[config.mk]
export PLATFORM = sky130hd
export DESIGN_NAME = tsb_core
export DESIGN_NICKNAME = d
export VERILOG_FILES = /design/src/rtl/tsb_pkg.sv /design/src/rtl/tsb_rs_bank.sv /design/src/rtl/tsb_ld_bank.sv /design/src/rtl/tsb_st_bank.sv /design/src/rtl/tsb_core.sv
export SDC_FILE = /design/constraint.sdc
export NUM_CORES = 2
export LEC_CHECK = 0
export ABC_AREA = 1
export BUFFER_PORTS_ARGS = -buffer_cell sky130_fd_sc_hd__buf_2
export CAP_MARGIN = 20
export CORE_AREA = 2 2 544 546
export CTS_BUF_LIST = sky130_fd_sc_hd__clkbuf_8
export CTS_CLUSTER_SIZE = 28
export DETAILED_ROUTE_END_ITERATION = 8
export DIE_AREA = 0 0 546 548
export PLACE_DENSITY = 0.38
export SLEW_MARGIN = 20
export SYNTH_ARGS = -nofsm -noshare
export SYNTH_HDL_FRONTEND = slang
export SYNTH_SLANG_ARGS = --single-unit
[constraint.sdc]
create_clock -name clk -period 12.7 [get_ports clk]
set_input_delay 1.27 -clock clk [delete_from_list [all_inputs] [get_ports clk]]
set_output_delay 1.27 -clock clk [all_outputs]
set_load 0.1 [all_outputs]
[src/rtl/tsb_pkg.sv]
package tsb_pkg;
    localparam int TAG_W  = 4;
    localparam int DATA_W = 32;
    localparam int NREG   = 4;
    localparam int REG_W  = 2;
    localparam int ADDR_W = 4;

    typedef logic [TAG_W-1:0]  tag_t;
    typedef logic [DATA_W-1:0] word_t;

    typedef enum logic [1:0] {
        OP_ADD   = 2'd0,
        OP_MUL   = 2'd1,
        OP_LOAD  = 2'd2,
        OP_STORE = 2'd3
    } op_e;

    typedef struct packed {
        logic  valid;
        tag_t  tag;
        word_t value;
    } bus_t;

    // operand slot: q == 0 means v holds the value
    typedef struct packed {
        tag_t  q;
        word_t v;
    } opnd_t;

    function automatic opnd_t snoop(input opnd_t o, input bus_t b);
        opnd_t r;
        r = o;
        if (o.q != '0 && b.valid && b.tag == o.q) begin
            r.q = '0;
            r.v = b.value;
        end
        return r;
    endfunction
endpackage

[src/rtl/tsb_rs_bank.sv]
module tsb_rs_bank
    import tsb_pkg::*;
#(
    parameter int N    = 2,
    parameter int BASE = 1,
    parameter int LAT  = 2,
    parameter bit IS_MUL = 1'b0
) (
    input  logic  clk,
    input  logic  rst,
    input  bus_t  bus,
    input  logic  alloc,
    input  opnd_t a_in,
    input  opnd_t b_in,
    output logic  has_free,
    output tag_t  free_tag,
    output logic  req,
    output tag_t  req_tag,
    output word_t req_val,
    input  logic  grant,
    output logic  idle
);
    localparam int IW = (N > 1) ? $clog2(N) : 1;
    localparam int CW = $clog2(LAT + 1);

    logic [N-1:0]  busy, disp;
    opnd_t         opa [N];
    opnd_t         opb [N];
    logic          ubusy, rdy_any;
    logic [CW-1:0] ucnt;
    logic [IW-1:0] uidx, fidx, ridx;
    word_t         ures;

    always_comb begin
        has_free = 1'b0;
        fidx     = '0;
        rdy_any  = 1'b0;
        ridx     = '0;
        for (int i = N - 1; i >= 0; i--) begin
            if (!busy[i]) begin
                has_free = 1'b1;
                fidx     = IW'(i);
            end
            if (busy[i] && !disp[i] && opa[i].q == '0 && opb[i].q == '0) begin
                rdy_any = 1'b1;
                ridx    = IW'(i);
            end
        end
    end

    assign free_tag = tag_t'(BASE) + tag_t'(fidx);
    assign req      = ubusy && (ucnt == '0);
    assign req_tag  = tag_t'(BASE) + tag_t'(uidx);
    assign req_val  = ures;
    assign idle     = ~|busy;

    always_ff @(posedge clk) begin
        if (rst) begin
            busy  <= '0;
            disp  <= '0;
            ubusy <= 1'b0;
            ucnt  <= '0;
            uidx  <= '0;
            ures  <= '0;
            for (int i = 0; i < N; i++) begin
                opa[i] <= '0;
                opb[i] <= '0;
            end
        end else begin
            for (int i = 0; i < N; i++) begin
                opa[i] <= snoop(opa[i], bus);
                opb[i] <= snoop(opb[i], bus);
            end
            if (alloc) begin
                busy[fidx] <= 1'b1;
                disp[fidx] <= 1'b0;
                opa[fidx]  <= a_in;
                opb[fidx]  <= b_in;
            end
            if (!ubusy && rdy_any) begin
                ubusy      <= 1'b1;
                ucnt       <= CW'(LAT - 1);
                uidx       <= ridx;
                disp[ridx] <= 1'b1;
                ures       <= IS_MUL ? word_t'(opa[ridx].v * opb[ridx].v)
                                     : word_t'(opa[ridx].v + opb[ridx].v);
            end else if (ubusy && ucnt != '0) begin
                ucnt <= ucnt - CW'(1);
            end
            if (grant) begin
                ubusy      <= 1'b0;
                busy[uidx] <= 1'b0;
            end
        end
    end

    // a result that lost arbitration stays put
    assert_hold_R4: assert property (@(posedge clk) disable iff (rst)
        (req && !grant) |=> (req && $stable(req_tag) && $stable(req_val)));
    // bus grant only reaches a unit holding a result
    assert_grant_req_R3: assert property (@(posedge clk) disable iff (rst)
        grant |-> req);
    // allocation never lands on a full pool
    assert_alloc_free_R8: assert property (@(posedge clk) disable iff (rst)
        alloc |-> has_free);
endmodule

[src/rtl/tsb_ld_bank.sv]
module tsb_ld_bank
    import tsb_pkg::*;
#(
    parameter int N    = 2,
    parameter int BASE = 5,
    parameter int LAT  = 12
) (
    input  logic  clk,
    input  logic  rst,
    input  logic  alloc,
    input  word_t mem_data,
    output logic  has_free,
    output tag_t  free_tag,
    output logic  req,
    output tag_t  req_tag,
    output word_t req_val,
    input  logic  grant,
    output logic  idle
);
    localparam int IW = (N > 1) ? $clog2(N) : 1;
    localparam int CW = $clog2(LAT + 1);

    logic [N-1:0]  busy;
    logic [CW-1:0] cnt [N];
    word_t         data [N];
    logic [IW-1:0] fidx, gidx;

    always_comb begin
        has_free = 1'b0;
        fidx     = '0;
        req      = 1'b0;
        gidx     = '0;
        for (int i = N - 1; i >= 0; i--) begin
            if (!busy[i]) begin
                has_free = 1'b1;
                fidx     = IW'(i);
            end
            if (busy[i] && cnt[i] == '0) begin
                req  = 1'b1;
                gidx = IW'(i);
            end
        end
    end

    assign free_tag = tag_t'(BASE) + tag_t'(fidx);
    assign req_tag  = tag_t'(BASE) + tag_t'(gidx);
    assign req_val  = data[gidx];
    assign idle     = ~|busy;

    always_ff @(posedge clk) begin
        if (rst) begin
            busy <= '0;
            for (int i = 0; i < N; i++) begin
                cnt[i]  <= '0;
                data[i] <= '0;
            end
        end else begin
            for (int i = 0; i < N; i++) begin
                if (busy[i] && cnt[i] != '0) cnt[i] <= cnt[i] - CW'(1);
            end
            if (alloc) begin
                busy[fidx] <= 1'b1;
                cnt[fidx]  <= CW'(LAT);
                data[fidx] <= mem_data;
            end
            if (grant) busy[gidx] <= 1'b0;
        end
    end

    // a waiting memory result stays put
    assert_hold_R4: assert property (@(posedge clk) disable iff (rst)
        (req && !grant) |=> (req && $stable(req_tag) && $stable(req_val)));
    // allocation never lands on a full pool
    assert_alloc_free_R8: assert property (@(posedge clk) disable iff (rst)
        alloc |-> has_free);
endmodule

[src/rtl/tsb_st_bank.sv]
module tsb_st_bank
    import tsb_pkg::*;
#(
    parameter int N    = 2,
    parameter int BASE = 7,
    parameter int AW   = 4
) (
    input  logic          clk,
    input  logic          rst,
    input  bus_t          bus,
    input  logic          alloc,
    input  logic [AW-1:0] st_addr,
    input  opnd_t         d_in,
    output logic          has_free,
    output tag_t          free_tag,
    input  logic [AW-1:0] lk_addr,
    output logic          fwd_hit,
    output opnd_t         fwd,
    output word_t         rd_data,
    output logic          idle
);
    localparam int IW    = (N > 1) ? $clog2(N) : 1;
    localparam int DEPTH = 1 << AW;

    word_t         mem  [DEPTH];
    logic [N-1:0]  busy;
    logic [AW-1:0] addr [N];
    opnd_t         dat  [N];
    logic [IW-1:0] fidx;

    always_comb begin
        has_free = 1'b0;
        fidx     = '0;
        fwd_hit  = 1'b0;
        fwd      = '0;
        for (int i = N - 1; i >= 0; i--) begin
            if (!busy[i]) begin
                has_free = 1'b1;
                fidx     = IW'(i);
            end
            if (busy[i] && addr[i] == lk_addr) begin
                fwd_hit = 1'b1;
                fwd     = dat[i];
            end
        end
    end

    assign free_tag = tag_t'(BASE) + tag_t'(fidx);
    assign rd_data  = mem[lk_addr];
    assign idle     = ~|busy;

    always_ff @(posedge clk) begin
        if (rst) begin
            busy <= '0;
            for (int a = 0; a < DEPTH; a++) mem[a] <= word_t'(100 + a);
            for (int i = 0; i < N; i++) begin
                addr[i] <= '0;
                dat[i]  <= '0;
            end
        end else begin
            for (int i = 0; i < N; i++) begin
                if (busy[i] && dat[i].q == '0) begin
                    mem[addr[i]] <= dat[i].v;
                    busy[i]      <= 1'b0;
                end else begin
                    dat[i] <= snoop(dat[i], bus);
                end
            end
            if (alloc) begin
                busy[fidx] <= 1'b1;
                addr[fidx] <= st_addr;
                dat[fidx]  <= d_in;
            end
        end
    end

    // at most one pending store per address
    for (genvar i = 0; i < N; i++) begin : g_pi
        for (genvar j = i + 1; j < N; j++) begin : g_pj
            assert_unique_addr_R12: assert property (@(posedge clk) disable iff (rst)
                (busy[i] && busy[j]) |-> (addr[i] != addr[j]));
        end
    end
endmodule

[src/rtl/tsb_core.sv]
module tsb_core
    import tsb_pkg::*;
#(
    parameter int N_ADD   = 2,
    parameter int N_MUL   = 2,
    parameter int N_LD    = 2,
    parameter int N_ST    = 2,
    parameter int ADD_LAT = 2,
    parameter int MUL_LAT = 4,
    parameter int MEM_LAT = 12
) (
    input  logic                   clk,
    input  logic                   rst,
    input  logic                   iss_valid,
    input  logic [1:0]             iss_op,
    input  logic [REG_W-1:0]       iss_dst,
    input  logic [REG_W-1:0]       iss_src1,
    input  logic [REG_W-1:0]       iss_src2,
    input  logic [ADDR_W-1:0]      iss_addr,
    output logic                   iss_ready,
    output logic [NREG*DATA_W-1:0] regs_flat,
    output logic                   quiet,
    output logic                   cdb_valid,
    output logic [TAG_W-1:0]       cdb_tag,
    output logic [DATA_W-1:0]      cdb_value
);
    localparam int ADD_BASE = 1;
    localparam int MUL_BASE = ADD_BASE + N_ADD;
    localparam int LD_BASE  = MUL_BASE + N_MUL;
    localparam int ST_BASE  = LD_BASE + N_LD;

    word_t rval  [NREG];
    tag_t  rstat [NREG];
    bus_t  bus;
    op_e   op;
    opnd_t s1, s2, fwd_raw, fwd_r;
    logic  fire, writes_dst, fwd_hit;
    logic  add_free, mul_free, ld_free, st_free;
    logic  add_req, mul_req, ld_req;
    logic  add_idle, mul_idle, ld_idle, st_idle;
    tag_t  add_ftag, mul_ftag, ld_ftag, st_ftag, dst_tag;
    tag_t  add_rtag, mul_rtag, ld_rtag;
    word_t add_rval, mul_rval, ld_rval, mem_rd;

    assign op = op_e'(iss_op);
    assign s1 = snoop(opnd_t'{rstat[iss_src1], rval[iss_src1]}, bus);
    assign s2 = snoop(opnd_t'{rstat[iss_src2], rval[iss_src2]}, bus);
    assign fwd_r = snoop(fwd_raw, bus);

    always_comb begin
        case (op)
            OP_ADD:  iss_ready = add_free;
            OP_MUL:  iss_ready = mul_free;
            OP_LOAD: iss_ready = fwd_hit || ld_free;
            default: iss_ready = st_free && !fwd_hit;
        endcase
        case (op)
            OP_ADD:  dst_tag = add_ftag;
            OP_MUL:  dst_tag = mul_ftag;
            default: dst_tag = fwd_hit ? fwd_r.q : ld_ftag;
        endcase
    end

    assign fire       = iss_valid && iss_ready;
    assign writes_dst = fire && (op != OP_STORE);

    // fixed-priority result bus: multiply, then add, then load
    always_comb begin
        bus.valid = mul_req || add_req || ld_req;
        if (mul_req)      begin bus.tag = mul_rtag; bus.value = mul_rval; end
        else if (add_req) begin bus.tag = add_rtag; bus.value = add_rval; end
        else if (ld_req)  begin bus.tag = ld_rtag;  bus.value = ld_rval;  end
        else              begin bus.tag = '0;       bus.value = '0;       end
    end
    assign cdb_valid = bus.valid;
    assign cdb_tag   = bus.tag;
    assign cdb_value = bus.value;

    tsb_rs_bank #(.N(N_ADD), .BASE(ADD_BASE), .LAT(ADD_LAT), .IS_MUL(1'b0)) u_add (
        .clk, .rst, .bus, .alloc(fire && op == OP_ADD), .a_in(s1), .b_in(s2),
        .has_free(add_free), .free_tag(add_ftag), .req(add_req), .req_tag(add_rtag),
        .req_val(add_rval), .grant(add_req && !mul_req), .idle(add_idle));

    tsb_rs_bank #(.N(N_MUL), .BASE(MUL_BASE), .LAT(MUL_LAT), .IS_MUL(1'b1)) u_mul (
        .clk, .rst, .bus, .alloc(fire && op == OP_MUL), .a_in(s1), .b_in(s2),
        .has_free(mul_free), .free_tag(mul_ftag), .req(mul_req), .req_tag(mul_rtag),
        .req_val(mul_rval), .grant(mul_req), .idle(mul_idle));

    tsb_ld_bank #(.N(N_LD), .BASE(LD_BASE), .LAT(MEM_LAT)) u_ld (
        .clk, .rst, .alloc(fire && op == OP_LOAD && !fwd_hit), .mem_data(mem_rd),
        .has_free(ld_free), .free_tag(ld_ftag), .req(ld_req), .req_tag(ld_rtag),
        .req_val(ld_rval), .grant(ld_req && !mul_req && !add_req), .idle(ld_idle));

    tsb_st_bank #(.N(N_ST), .BASE(ST_BASE), .AW(ADDR_W)) u_st (
        .clk, .rst, .bus, .alloc(fire && op == OP_STORE), .st_addr(iss_addr), .d_in(s1),
        .has_free(st_free), .free_tag(st_ftag), .lk_addr(iss_addr), .fwd_hit,
        .fwd(fwd_raw), .rd_data(mem_rd), .idle(st_idle));

    always_ff @(posedge clk) begin
        if (rst) begin
            for (int r = 0; r < NREG; r++) begin
                rval[r]  <= word_t'(r + 1);
                rstat[r] <= '0;
            end
        end else begin
            for (int r = 0; r < NREG; r++) begin
                if (rstat[r] != '0 && bus.valid && bus.tag == rstat[r]) begin
                    rval[r]  <= bus.value;
                    rstat[r] <= '0;
                end
            end
            if (writes_dst) begin
                rstat[iss_dst] <= dst_tag;
                if (op == OP_LOAD && fwd_hit && fwd_r.q == '0) rval[iss_dst] <= fwd_r.v;
            end
        end
    end

    always_comb begin
        quiet = add_idle && mul_idle && ld_idle && st_idle;
        for (int r = 0; r < NREG; r++) begin
            regs_flat[r*DATA_W +: DATA_W] = rval[r];
            if (rstat[r] != '0) quiet = 1'b0;
        end
    end

    // the bus never carries the "ready" tag
    assert_tag_nonzero_R3: assert property (@(posedge clk) disable iff (rst)
        cdb_valid |-> (cdb_tag != '0));
    // a pending multiply result owns the bus
    assert_priority_R4: assert property (@(posedge clk) disable iff (rst)
        mul_req |-> (cdb_valid && cdb_tag == mul_rtag));
    // status clears only for its own tag, and a newer rename survives
    for (genvar g = 0; g < NREG; g++) begin : g_reg
        assert_status_clear_R6: assert property (@(posedge clk) disable iff (rst)
            (cdb_valid && rstat[g] == cdb_tag && rstat[g] != '0
             && !(writes_dst && iss_dst == REG_W'(g)))
            |=> (rstat[g] == '0 && rval[g] == $past(cdb_value)));
        assert_status_keep_R6: assert property (@(posedge clk) disable iff (rst)
            (rstat[g] != '0 && !(cdb_valid && cdb_tag == rstat[g])
             && !(writes_dst && iss_dst == REG_W'(g)))
            |=> $stable(rstat[g]));
    end
endmodule

---- Word level (Yosys, flattened, before mapping) ----
Memory sizes are Yosys's and may differ from the RTL's.
Cells that the tools add are included.
operators by class
  add/sub/neg operators ................... 11
  multipliers ............................. 1
  div/mod/pow operators ................... 0
  $lt $le $gt $ge ......................... 18
  equality and inequality tests ........... 23
  shifts and indexed selects .............. 0
  multiplexer cells ....................... 186
  bitwise operators ....................... 36
  reductions and logical operators ........ 152
operators with widths
  cell                   count
  $mux W36               40
  $mux W32               7
  $mux W1                100
  $reduce_or A32 Y1      3
  $logic_and A1 B1 Y1    85
  $eq A4 B4 Y1           19
  $reduce_bool A4 Y1     19
  $logic_not A4 Y1       13
  $mux W4                10
  $mux W2                18
  $add A32 B32 Y32       1
  $mul A32 B32 Y32       1
  $or A1 B1 Y1           20
  $lt A1 B2 Y1 const B   9
  $reduce_or A2 Y1       8
  $logic_not A1 Y1       13
  $or A2 B2 Y2           6
  $and A2 B2 Y2          5
  $not A2 Y2             5
  $demux W1 S1           9
  $ge A1 B1 Y1 const B   9
  $add A3 B1 Y4 const A  2
  $pmux W4 S2            1
  $sub A4 B1 Y4 const B  2
  14 further kinds       22
word-level totals
  bits in registers ....................... 85
  latch bits .............................. 0
  bits in writable memories ............... 1096
  memory bits (read-only) ................. 0
  input bits .............................. 15
  output and inout port bits .............. 167
  logic and storage cells ................. 454
  memories kept ........................... 11
memories
  name         depth  bits a word  read ports  clocked after Yosys merged registers in  write ports  RTL line           source
  u_st.mem     16     32           1           0                                        16           tsb_st_bank.sv:25  word_t mem [DEPTH];
  rval         4      32           6           0                                        5            tsb_core.sv:32     word_t rval [NREG];
  u_add.opa    2      36           3           0                                        3            tsb_rs_bank.sv:27  opnd_t opa [N];
  u_add.opb    2      36           3           0                                        3            tsb_rs_bank.sv:28  opnd_t opb [N];
  u_mul.opa    2      36           3           0                                        3            tsb_rs_bank.sv:27
  u_mul.opb    2      36           3           0                                        3            tsb_rs_bank.sv:28
  +5 memories  --     --           --          --                                       --           --

---- Depth between registers and ports, before layout ----
An unclocked memory read counts as a cell.
  word-level depth ........................ 18
  gate-level depth with buffers ........... 50
  depth with buffers taken out ............ 47

---- Cells and area by module ----
Synthesis repeated with hierarchy kept, for this count alone.
second synthesis, totals
  cells, all modules ...................... 10597
  area, all modules ....................... 83403.7 µm²
by module, submodules not included
  module               instances  cells an instance  area each (µm²)  seq. area each (µm²)
  tsb_st_bank          1          4165               33382.0          17817.1
  tsb_rs_bank (u_mul)  1          2869               24192.0          5144.9
  tsb_core             1          1821               11644.9          4324.1
  tsb_rs_bank (u_add)  1          1380               10747.8          5124.9
  tsb_ld_bank          1          362                3437.0           2122.0

---- Least setup slack after synthesis ----
Ideal clock, no wire load.
  path type ............................... flip-flop to flip-flop
  from .................................... memory u_mul.opa[1][34] in the netlist's numbering
  to ...................................... register u_mul.ures[29] (netlist: u_mul.req_val[29])
  library setup time ...................... 0.058 ns
  data arrival time ....................... 7.619 ns
  data required time ...................... 12.642 ns
  path slack .............................. 5.023 ns
  stages on the path, launching flop included .. 38
  buffers on the path ..................... 4
  clock period less this slack ............ 7.677 ns
  cell sequence ........................... edfxtp_1 > nor2_1 > nand3_2 > nor2_4 > nand2_4 > buf_6 > buf_6 > nand2_1 > o21ai_1 > clkbuf_1 > inv_1 > clkbuf_1 > nand2_1 > fa_1 > inv_1 > fa_1 > fa_1 > inv_1 > (+2 left out) > fa_1 > inv_1 > fa_1 > inv_1 > fa_1 > fa_1 > ha_1 > a21oi_1 > o221ai_1 > a21oi_1 > o21ai_0 > nand2_1 > nand2_1 > a31o_2 > or2_2 > nand3_1 > o211ai_1 > inv_1
RTL lines
  element               RTL line           source
  from (decl)           tsb_rs_bank.sv:27
  to (signal assigned)  tsb_rs_bank.sv:85  ures <= IS_MUL ? word_t'(opa[ridx].v * opb[ridx].v)
  to (decl)             tsb_rs_bank.sv:32  word_t ures;

==> run summary <==
Ports = 182
Critical Path Most Common Cell = fa_1
FFs w/ async S/R, synth = 0
CP Capture Type = flip-flop
CP Launch Type = flip-flop
clock period minus worst slack = 9.40 ns
WP buf/inv = 7
Clk pwr share = 0.254
Crit-path slowest cell = o21ai_2
pre-CTS WS = 3.35 ns
Setup Total Neg Slack = 0 ns
Reg2Reg Setup Slack = 3.30 ns
largest net degree at the start of global routing = 204
router iterations before antenna repair = 6
Hold Slack = 0.466 ns
Final Wtd Congestion = 0.921
post-synth top area share = 0.431
worst path arrival time = 10.33 ns
Initial Util = 0.259
Net Switching = 5700 uW
Mapped Avg Cell Area = 9.14 um^2
FF-to-FF path depth = 32
routed vias/inst = 5.28
Fin. Hold Viols = 0
initial antenna violation count = 14
Detail Placement HPWL = 243,000 um
Core Box Area = 293,000 um^2
Hold WC Path Type = flip-flop to flip-flop
CP startpoint = u_mul.opb[0][34]
post-synth design cell area = 75,800 um^2
max incr delay on CP = 0.59 ns
nets = 8,894
Die W = 546 um
cell taking the most area after synthesis = edfxtp_1
# DRC = 0
post-route ant nets = 0
vias in the first global route = 64,512
Syn Nets = 8,877
Post-DP Area = 81,200 um^2
Leak Pwr = 0.0336 uW
Clock Skews = 0.0692 ns
Worst EP required = 13.63 ns
via count = 65,462
Post-Layout Inst Area = 85,100 um^2
CTS root buffer = clkbuf_8
hold_sp = u_add.disp[0]
Worst VDD drop = 0.278 mV
# rows = 199
die area = 299,000 um^2
sequential power share = 0.330
drt total wl = 358,000 um
Crit. path cell count = 32
GRT Util Overall = 0.233
Sw Share = 0.419
dominant register cell in the synthesized netlist = edfxtp_1
Reg2Reg Launch Point = u_mul.opb[0][34]
Setup CP Type = flip-flop to flip-flop
outcome = complete, no violations
DR WL/cell = 28.9 um
max-cap viol count = 0
Post-CTS Hold Fix Bufs = 0
Die Height = 548 um
Pins Over Slew Limit = 0
cell count after synthesis = 8,294
Max Root-Sink Buffers = 3
Seq/Total Area, Yosys = 0.455
wire length of the first global-routing pass = 500,000 um
max frequency = 106 MHz
Worst Hold End = u_add.disp[0]
CTS HTree Levels = 4
port bufs = 180
Post-synth EDFFs = 1,088
Critical R2R Capture = u_mul.req_val[29]
power density over cell area = 160 nW/um^2
largest cells by area after synthesis = edfxtp_1 (43%), fa_1 (11%), o21ai_0 (6.1%)
#FFs+latches synth = 1,181
Setup Fix Bufs, Post-CTS = 0
Int Power = 7910 uW
Comb pwr share = 0.416
final setup vio count = 0
CTS resizes = 0
iteration-0 DRC count of the detailed router = 6,774
normalized max-slew margin = 0.131
fin crit share = 0.740
Final Util = 0.290
fill cell count = 31,224
post-synthesis cell type count = 71
final setup margin = 3.30 ns
Ys Warns = 0
Worst Tran Pin Value = 1.30 ns
Max FO, Critical Path = 41
Worst-Skew Late Latency = 1.04 ns
cts bufs inserted = 215
clock tree from TritonCTS = built
CTS Sinks = 1,181
RSZ-0062 raised after global routing = false
fraction of layout cells with a size suffix above 1 = 0.104
area grow syn2layout = 12.2%
grt total ovfl = 0
hold depth = 2
Worst-path clk slew = 0.06 ns
family with the most delay on the worst path = adder cells
-- cell families (layout without fill, tap and decap cells) --
logic type | after synthesis | count (layout) | synth area share
adder cells (fa/ha/maj) | 568 | 568 | 0.134
buffers and inverters | 1640 | 1822 | 0.0831
AO/OA/AOI/OAI | 2084 | 2084 | 0.163
multiplexers | 62 | 62 | 0.00921
XOR/XNOR | 93 | 93 | 0.0108
other | 1 | 13 | 0.0000494
flip-flops | 1181 | 1181 | 0.455
AND/OR/NAND/NOR | 2665 | 2665 | 0.144
-- stage by stage --
step	instances	power (uW)
after floorplan	8294	8140
after global placement	12013	10300
after detailed placement	12013	10300
after CTS	12395	13800
after global routing	12403	14500
final	12407	13600
-- layout make-up --
cell class | instances | area (um^2) | share of cell area
flip-flops and latches | 1181 | 34500 | 0.406
diodes | 12 | 30.0 | 0.000353
well taps | 3919 | 4900 | 0.0576
inverters | 1055 | 3980 | 0.0467
clock buffers | 223 | 3070 | 0.0361
repair buffers | 385 | 2480 | 0.0292
multi-input cells | 5473 | 35300 | 0.415
clock inverters | 159 | 783 | 0.00921
-- registers in the layout, indices dropped and copies added (netlist names), 64 cells and up --
name	count
u_st.dat	72
u_mul.opb	72
rval	128
u_ld.data	64
u_st.mem	512
u_add.opa	72
u_mul.opa	72
u_add.opb	72
-- power groups by stage --
stage                     Clock (uW)  Sequential, uW  Combinational [uW]
after floorplan                    0            4660                3470
after global placement             0            4570                5770
after detailed placement           0            4580                5750
after CTS                       3530            4500                5800
after global routing            3680            4510                6280
final                           3460            4500                5660
-- worst max-delay path by stage --
stage,endpoint
finish,u_mul.req_val[29]
floorplan,u_mul.req_val[29]
detailed placement,u_mul.req_val[29]
global route,u_mul.req_val[29]
CTS,u_mul.req_val[29]
global placement,u_mul.req_val[29]
-- layer usage --
metal,share of wire,up-vias,GRT usage
met4,0.045,0,0.0964
met1,0.44,33498,0.320
met3,0.067,530,0.0325
met5,0,-,0
li1,-,28593,-
met2,0.45,2841,0.367
-- worst min-delay path, delay by kind of cell (launching register included) --
| kind | cells | cell delay (ns) |
|---|---|---|
| flip-flops | 1 | 0.31 |
| AND/OR/NAND/NOR | 1 | 0.06 |
| AO/OA/AOI/OAI | 1 | 0.05 |
-- placed cells by master (no fill, tap or decap), types with 62 or more instances in the layout --
cell	synthesis	final
ha_1	159	159
buf_2	46	176
nand2_1	1137	1129
fa_1	409	409
o21ai_1	103	103
o221ai_1	145	145
buf_4	3	206
o21ai_0	928	920
nand4_1	69	69
nand3_1	315	303
nor2_1	1032	1026
edfxtp_1	1088	1088
o22ai_1	543	538
inv_1	1001	1083
mux2_2	62	62
a21oi_1	134	133
clkbuf_8	0	224
dfxtp_1	93	93
-- cells in the mapped netlist, types with 28 or more instances --
cell	instances
nor2_1	1032
a221oi_1	28
nand4_1	69
buf_1	41
buf_2	46
xor2_1	49
o21ai_1	103
edfxtp_1	1088
inv_1	1001
dfxtp_1	93
o221ai_1	145
nand2_1	1137
o22ai_1	543
ha_1	159
a21oi_1	134
nand3_1	315
fa_1	409
o21ai_0	928
inv_2	37
mux2_2	62
clkbuf_1	485
a22oi_1	28
xnor2_1	43
o211ai_1	43
Power figures use the tool's default switching activity.
